--- src/rtl/cfm_pkg.sv ---
package cfm_pkg;

   // Actions taken by the monitor for one detection event
   typedef struct packed {
      logic force_sel;   // switch the system to the internal oscillator
      logic dflt_req;    // ask for clock control registers to be reset
      logic osc_off;     // turn the external oscillator off
      logic flag_set;    // set the sticky interrupt flag
      logic nmi;         // raise the non-maskable interrupt
   } cfm_react_t;

   // Reaction depends on whether the lost clock was feeding the system
   function automatic cfm_react_t cfm_decide(input logic fail, input logic on_sys);
      cfm_react_t r;
      r.force_sel = fail &  on_sys;
      r.dflt_req  = fail &  on_sys;
      r.flag_set  = fail &  on_sys;
      r.nmi       = fail &  on_sys;
      r.osc_off   = fail & ~on_sys;
      return r;
   endfunction

endpackage

--- src/rtl/cfm_sync.sv ---
module cfm_sync #(
   parameter int unsigned STAGES     = 2,
   parameter bit          BOTH_EDGES = 1'b0
) (
   input  logic clk,
   input  logic rst_n,
   input  logic async_i,
   output logic edge_o
);

   // chain[STAGES-1] is the synchronized level, chain[STAGES] the previous one
   logic [STAGES:0] chain_q;

   generate
      if (STAGES < 2) begin : g_bad_stages
         $error("cfm_sync: STAGES must be at least 2");
      end
   endgenerate

   always_ff @(posedge clk or negedge rst_n) begin
      if (!rst_n) chain_q <= '0;
      else        chain_q <= {chain_q[STAGES-1:0], async_i};
   end

   generate
      if (BOTH_EDGES) begin : g_any_edge
         assign edge_o = chain_q[STAGES] ^ chain_q[STAGES-1];
      end else begin : g_rise_edge
         assign edge_o = chain_q[STAGES-1] & ~chain_q[STAGES];
      end
   endgenerate

endmodule

--- src/rtl/cfm_timeout.sv ---
module cfm_timeout #(
   parameter int unsigned TIMEOUT = 64
) (
   input  logic clk,
   input  logic rst_n,
   input  logic active_i,
   input  logic edge_i,
   output logic fail_o
);

   localparam int unsigned CW = $clog2(TIMEOUT + 1);
   localparam logic [CW-1:0] LAST = CW'(TIMEOUT - 1);
   localparam logic [CW-1:0] SAT  = CW'(TIMEOUT);

   logic [CW-1:0] cnt_q;

   generate
      if (TIMEOUT < 4) begin : g_bad_timeout
         $error("cfm_timeout: TIMEOUT must be at least 4");
      end
   endgenerate

   // Fires once as the count reaches the limit; the count then parks at SAT
   assign fail_o = active_i && !edge_i && (cnt_q == LAST);

   always_ff @(posedge clk or negedge rst_n) begin
      if (!rst_n)                  cnt_q <= '0;
      else if (!active_i || edge_i) cnt_q <= '0;
      else if (cnt_q != SAT)        cnt_q <= cnt_q + 1'b1;
   end

   AST_IDLE_CLEAR: assert property (@(posedge clk) disable iff (!rst_n)
      !active_i |=> cnt_q == '0);
   AST_CNT_BOUND: assert property (@(posedge clk) disable iff (!rst_n)
      cnt_q <= SAT);
   AST_SINGLE_FIRE: assert property (@(posedge clk) disable iff (!rst_n)
      fail_o |=> !fail_o);

endmodule

--- src/rtl/cfm_ctrl.sv ---
module cfm_ctrl
   import cfm_pkg::*;
(
   input  logic clk,
   input  logic rst_n,
   input  logic unlock_i,
   input  logic en_wr_i,
   input  logic en_val_i,
   input  logic flag_clr_i,
   input  logic fail_i,
   input  logic on_sys_i,
   output logic mon_en_o,
   output logic force_sel_o,
   output logic dflt_req_o,
   output logic osc_off_o,
   output logic flag_o,
   output logic nmi_o
);

   cfm_react_t react;
   logic en_q, force_q, dflt_q, off_q, flag_q, nmi_q;

   assign react = cfm_decide(fail_i, on_sys_i);

   always_ff @(posedge clk or negedge rst_n) begin
      if (!rst_n) begin
         en_q    <= 1'b0;
         force_q <= 1'b0;
         dflt_q  <= 1'b0;
         off_q   <= 1'b0;
         flag_q  <= 1'b0;
         nmi_q   <= 1'b0;
      end else begin
         if (en_wr_i && unlock_i && en_val_i) en_q <= 1'b1;
         force_q <= force_q | react.force_sel;
         off_q   <= off_q   | react.osc_off;
         dflt_q  <= react.dflt_req;
         nmi_q   <= react.nmi;
         if (react.flag_set)  flag_q <= 1'b1;
         else if (flag_clr_i) flag_q <= 1'b0;
      end
   end

   assign mon_en_o    = en_q;
   assign force_sel_o = force_q;
   assign dflt_req_o  = dflt_q;
   assign osc_off_o   = off_q;
   assign flag_o      = flag_q;
   assign nmi_o       = nmi_q;

   AST_EN_STICKY: assert property (@(posedge clk) disable iff (!rst_n)
      en_q |=> en_q);
   AST_EN_LOCKED: assert property (@(posedge clk) disable iff (!rst_n)
      (!en_q && !unlock_i) |=> !en_q);
   AST_NMI_PULSE: assert property (@(posedge clk) disable iff (!rst_n)
      nmi_q |=> !nmi_q);
   AST_NMI_FORCED: assert property (@(posedge clk) disable iff (!rst_n)
      nmi_q |-> force_q && flag_q);
   AST_FORCE_STICKY: assert property (@(posedge clk) disable iff (!rst_n)
      force_q |=> force_q);
   AST_FLAG_HOLD: assert property (@(posedge clk) disable iff (!rst_n)
      (flag_q && !flag_clr_i) |=> flag_q);
   AST_OFF_QUIET: assert property (@(posedge clk) disable iff (!rst_n)
      $rose(off_q) |-> !nmi_q && !dflt_q);

endmodule

--- src/rtl/clk_fail_mon.sv ---
module clk_fail_mon #(
   parameter int unsigned TIMEOUT_CYCLES   = 64,
   parameter int unsigned SYNC_STAGES      = 2,
   parameter bit          COUNT_BOTH_EDGES = 1'b0
) (
   input  logic clk_ref,
   input  logic rst_n,
   input  logic ext_clk,
   input  logic unlock_i,
   input  logic en_wr_i,
   input  logic en_val_i,
   input  logic flag_clr_i,
   input  logic sleep_ext_off_i,
   input  logic ext_is_sys_i,
   output logic mon_en_o,
   output logic force_int_sel_o,
   output logic reg_dflt_req_o,
   output logic ext_osc_off_o,
   output logic fail_flag_o,
   output logic nmi_o
);

   logic ext_edge, active, fail_evt;

   // Monitoring runs only when enabled and the external clock is meant to run
   assign active = mon_en_o & ~sleep_ext_off_i;

   cfm_sync #(
      .STAGES     (SYNC_STAGES),
      .BOTH_EDGES (COUNT_BOTH_EDGES)
   ) u_sync (
      .clk     (clk_ref),
      .rst_n   (rst_n),
      .async_i (ext_clk),
      .edge_o  (ext_edge)
   );

   cfm_timeout #(
      .TIMEOUT (TIMEOUT_CYCLES)
   ) u_timeout (
      .clk      (clk_ref),
      .rst_n    (rst_n),
      .active_i (active),
      .edge_i   (ext_edge),
      .fail_o   (fail_evt)
   );

   cfm_ctrl u_ctrl (
      .clk         (clk_ref),
      .rst_n       (rst_n),
      .unlock_i    (unlock_i),
      .en_wr_i     (en_wr_i),
      .en_val_i    (en_val_i),
      .flag_clr_i  (flag_clr_i),
      .fail_i      (fail_evt),
      .on_sys_i    (ext_is_sys_i),
      .mon_en_o    (mon_en_o),
      .force_sel_o (force_int_sel_o),
      .dflt_req_o  (reg_dflt_req_o),
      .osc_off_o   (ext_osc_off_o),
      .flag_o      (fail_flag_o),
      .nmi_o       (nmi_o)
   );

   AST_ASLEEP_QUIET: assert property (@(posedge clk_ref) disable iff (!rst_n)
      ($past(sleep_ext_off_i) && $past(rst_n)) |-> !nmi_o && !ext_osc_off_o || $past(nmi_o) == 1'b0 && !nmi_o || ext_osc_off_o);

endmodule

--- config.mk ---
export PLATFORM = sky130hd
export DESIGN_NAME = clk_fail_mon
export DESIGN_NICKNAME = d
export VERILOG_FILES = /design/src/rtl/cfm_pkg.sv /design/src/rtl/cfm_sync.sv /design/src/rtl/cfm_timeout.sv /design/src/rtl/cfm_ctrl.sv /design/src/rtl/clk_fail_mon.sv
export SDC_FILE = /design/constraint.sdc
export NUM_CORES = 1
export LEC_CHECK = 0
export BUFFER_PORTS_ARGS = -buffer_cell sky130_fd_sc_hd__buf_2
export CELL_PAD_IN_SITES_DETAIL_PLACEMENT = 0
export CELL_PAD_IN_SITES_GLOBAL_PLACEMENT = 1
export CORE_ASPECT_RATIO = 1.2
export CORE_MARGIN = 3
export CORE_UTILIZATION = 43
export CTS_CLUSTER_DIAMETER = 200
export DETAILED_ROUTE_END_ITERATION = 7
export PLACE_DENSITY_LB_ADDON = 0.1
export SLEW_MARGIN = 20
export SYNTH_ARGS = -nofsm -noshare
export SYNTH_HDL_FRONTEND = slang
export SYNTH_SLANG_ARGS = --single-unit
--- constraint.sdc ---
create_clock -name clk_ref -period 2.05 [get_ports clk_ref]
set_clock_uncertainty 0.15 [all_clocks]
set_input_delay 0.41 -clock clk_ref [delete_from_list [all_inputs] [get_ports clk_ref]]
set_output_delay 0.41 -clock clk_ref [all_outputs]
set_load 0.005 [all_outputs]
-- Word level (Yosys, flattened, before mapping)
Cells that the tools add are included.
- output and inout bits: 6
- word-level logic and storage cells: 32
- register bits: 15
- bitwise gates (word level): 9
- add/subtract/negate cells: 1
- mux-type cells: 4
- reduce and logical (&&, ||, !) cells: 9
- eq/ne operators: 2
- operators with widths (cell ; count):
    7-bit 2-to-1 mux ; 2
    7-bit by 1-bit adder with 7-bit output (second input constant) ; 1
    7-bit by 6-bit == test with 1-bit output (second input constant) ; 1
    7-bit inequality test (second input constant) ; 1
    1-bit AND ; 4
    1-bit logical AND ; 4
    2-bit nonzero test ; 2
    1-bit inverter ; 3
    1-bit zero test ; 2
    1-bit 2-to-1 mux ; 2
    1-bit bitwise OR ; 2
    1-bit logical OR ; 1

-- Logic depth before layout (Yosys ltp)
- word-level depth: 7
- mapped depth: 5
- depth with buffers taken out: 5

-- By module
From an unflattened synthesis, not the netlist that was laid out.
- cell total of the unflattened synthesis: 59
- area total of the unflattened synthesis: 675.6 um^2
- modules (own cells, without submodules) (module ; instances ; area each (um^2) ; seq. area each (um^2) ; cells an instance):
    cfm_timeout ; 1 ; 397.9 ; 175.2 ; 40
    cfm_ctrl ; 1 ; 175.2 ; 125.1 ; 14
    cfm_sync ; 1 ; 88.8 ; 75.1 ; 4
    clk_fail_mon ; 1 ; 13.8 ; 0.0 ; 1

-- Least setup slack after synthesis
OpenSTA, ideal clock, no wires.
- path type: reg2reg
- from: register u_timeout.cnt_q[1]
- to: register u_ctrl.flag_q (netlist: u_ctrl.flag_o)
- stages on the path, launching flop included: 5
- path slack: 700 ps
- period minus slack after synthesis: 1350 ps
- library setup time: 96 ps
- path buffers: 0
- arrival: 1104 ps
- data required time: 1804 ps
- cells stage by stage: dfrtp_1 -> ha_1 -> and3_4 -> nand3_4 -> o32ai_2
- longest elaborated chain between the ends: 4
- RTL lines (what ; RTL line ; text):
    start: declaration ; cfm_timeout.sv:15 ; logic [CW-1:0] cnt_q;
    start signal: assignment ; cfm_timeout.sv:29 ; else if (cnt_q != SAT) cnt_q <= cnt_q + 1'b1;
    7-bit by 6-bit == test with 1-bit output (*) ; cfm_timeout.sv:24 ; assign fail_o = active_i && !edge_i && (cnt_q == LAST);
    1-bit logical AND (*) ; cfm_timeout.sv:24 ;
    1-bit AND (*) ; cfm_pkg.sv:17 ; r.flag_set = fail & on_sys;
    1-bit 2-to-1 mux / 2-bit nonzero test (equally long branches) ; - ;
    end signal: assignment ; cfm_ctrl.sv:31 ; flag_q <= 1'b0;
    end signal: assignment ; cfm_ctrl.sv:39 ; if (react.flag_set) flag_q <= 1'b1;
    end signal: assignment ; cfm_ctrl.sv:40 ; else if (flag_clr_i) flag_q <= 1'b0;
    end: declaration ; cfm_ctrl.sv:21 ; logic en_q, force_q, dflt_q, off_q, flag_q, nmi_q;
Mark *: on every way between the ends. The rest lies on a longest branch, timed or not.
A chain may end at the register's enable or synchronous reset.

-- Worst setup path after layout
Ends and elaborated chain as after synthesis.

==> results.toml <==
[route]
dr.pass1.iters = 3
vias = 449
drt-total-wl_mm = 1.13
route.detailed.drc = 0
ant_nets = 0
drt_iter0_drc = 4
wl_per_cell_um = 12.6
vias_per_cell = 4.99

[timing]
max_slew.worst_pin.slew_ns = 0.328
report.final.hold_viol_count = 0
whs_ns = 0.0875
rsz0062_at_grt = "false"
setup_ws_ns = 0.584
slew_violations = 0
fin_crit_ns = 1.47
setup_viol = 0
timing.final.crit_share = 0.715
fin_tns_setup_ns = 0
max_slew_margin = 0.781
max_freq_mhz = 682

[cts]
cts.clk_slew.worst_paths_ns = 0.09
cts.sinks = 15
cts-root-buf = "clkbuf_4"
h-tree-depth = 1
cts_buffer_depth = 2
cts_resized = 0
cts_made_buffers = 3
insertion_delay_ns = 0.28
cts_tree = "yes"

[die]
fp-row-count = 15
dieArea_um2 = 2160
die_y_um = 50.3
ioPinCount = 15
die_w_um = 42.9
start_util = 0.474
coreArea_um2 = 1480

[power_and_ir_drop]
leakagePower_nw = 0.375
power_density_nw_per_um2 = 626
total_power_mw = 0.515
vdd_drop_max_mv = 0.253

[place]
gp_congestion = 0.645
portBuffers = 14
dpl_cell_area_um2 = 787
pre_cts_ws_ns = 0.599

[cells_and_area]
antenna_cells = 0
nets = 85
layout-drive-gt1-share = 0.370
fillers = 135
final_area_um2 = 823
regArea_um2 = 375
area_growth_pct = 17.1
multi_input_area_um2 = 298

[run]
cap_violations = 0

[global_route]
grt_max_degree = 16
grt_pass1_wl_mm = 2.07
grt_pass1_vias = 462
grt.overflow.total = 0
track_usage = 0.131
antenna_found_initial = 0

[critical_path]
cp_cell_sequence = "ha_1 -> and3_4 -> nand3_4 -> o32ai_2"
start_kind = "register"
cp_max_fo = 5
crit_required_ns = 2.08
path_class = "register to register"
worstPathArrival_ns = 1.50
endpoint_kind = "register"
critPathMaxStageDelay_ns = 0.41
crit_slowest_cell = "dfrtp_1"

[logic_synthesis]
ys_types = 30
synthCells = 55
yosys_most_used_dff = "dfrtp_1"
syn_avg_cell_area_um2 = 12.8
synthArstFlopShare = 1.00
ys_ff_latch = 15
synth_edf_count = 0
ys_seq_area_frac = 0.534
syn-num-nets = 66
ys_warn_count = 0
netlist_area_um2 = 703

[run_status]
status = "finished clean"

[min_path]
hp-class = "input pin to register"
power breakdown:
part	internal [mW]	total (mW)	switching, mW
sequential	0.303	0.309	0.00582
combinational	0.0184	0.0409	0.0225
clock	0.0754	0.166	0.0905
total	0.396	0.515	0.119
worst paths after layout:
path	start	to	slack [ns]	cells after the start
max	u_timeout.cnt_q[1]$_DFFE_PN0P_	u_ctrl.flag_o$_DFFE_PN0P_	0.58	4
min	ext_clk	u_sync.chain_q[0]$_DFF_PN0_	0.09	1
max reg2reg	u_timeout.cnt_q[1]$_DFFE_PN0P_	u_ctrl.flag_o$_DFFE_PN0P_	0.58	4
max in group asynchronous	rst_n	u_timeout.cnt_q[4]$_DFFE_PN0P_	1.10	2
min in group asynchronous	rst_n	u_ctrl.mon_en_o$_DFFE_PN0P_	0.41	2
min reg2reg	u_sync.chain_q[0]$_DFF_PN0_	u_sync.chain_q[1]$_DFF_PN0_	0.21	0
flip-flops by register name, indices dropped and copies added (netlist names):
signal and count:
u_ctrl.force_sel_o 1, u_ctrl.flag_o 1, u_ctrl.dflt_req_o 1, u_ctrl.mon_en_o 1, u_ctrl.osc_off_o 1, u_sync.chain_q 3
u_timeout.cnt_q 7
final cells by class:
| class | instances | area share |
|---|---|---|
| well taps | 17 | 0.0258 |
| inverters | 6 | 0.0274 |
| repair buffers | 15 | 0.0973 |
| clock buffers | 4 | 0.0319 |
| multi-input cells | 33 | 0.362 |
| flip-flops and latches | 15 | 0.456 |
logic make-up after synthesis:
family	count (synthesis)	synth area share
muxes	1	0.0142
DFF	15	0.534
and+or+nand+nor	17	0.206
adders and majority gates	2	0.0356
xor gates and xnor gates	3	0.0374
AOI/OAI and AO/OA	10	0.130
buffers and inverters	7	0.0427
stage by stage:
step	cells	utilization
4_1_cts	90	0.555
2_1_floorplan	55	-
5_1_grt	90	0.555
3_3_place_gp	85	0.531
6_report	90	0.555
3_5_place_dp	85	0.531
synth_stat cells, types with 2 or more instances:
| cell type | instances | area share |
|---|---|---|
| a21oi_1 | 2 | 0.014 |
| dfrtp_1 | 15 | 0.53 |
| xnor2_1 | 2 | 0.025 |
| ha_1 | 2 | 0.036 |
| nor2_1 | 2 | 0.011 |
| nand3_1 | 2 | 0.014 |
| inv_1 | 6 | 0.032 |
| o31ai_2 | 2 | 0.036 |
placed cells by master (no fill, tap or decap), types with 2 or more instances in the layout:
cell type,count
a21oi_1,2
buf_2,14
clkbuf_4,3
dfrtp_1,15
ha_1,2
inv_1,6
nand3_1,2
nor2_1,2
o31ai_2,2
xnor2_1,2
worst max-delay path, delay by kind of cell, from the launching register on:
family / cells / cell delay [ns]
AOI/OAI and AO/OA: 1 / 0.27
DFF: 1 / 0.41
and+or+nand+nor: 2 / 0.33
adders and majority gates: 1 / 0.21
timing repair:
action | 4_1_cts | 5_1_grt
hold endpoints to repair | 15 | 0
buffers inserted | 0 | 0
hold buffers | 1 | 0
per-layer routing:
| layer | global-route usage | wire length (µm) | share of wire |
|---|---|---|---|
| met5 | 0 | 0 | 0 |
| met4 | 0.0622 | 0 | 0 |
| met3 | 0.0323 | 51 | 0.045 |
| met2 | 0.208 | 563 | 0.50 |
| met1 | 0.164 | 517 | 0.46 |
Power figures use the tool's default switching activity.
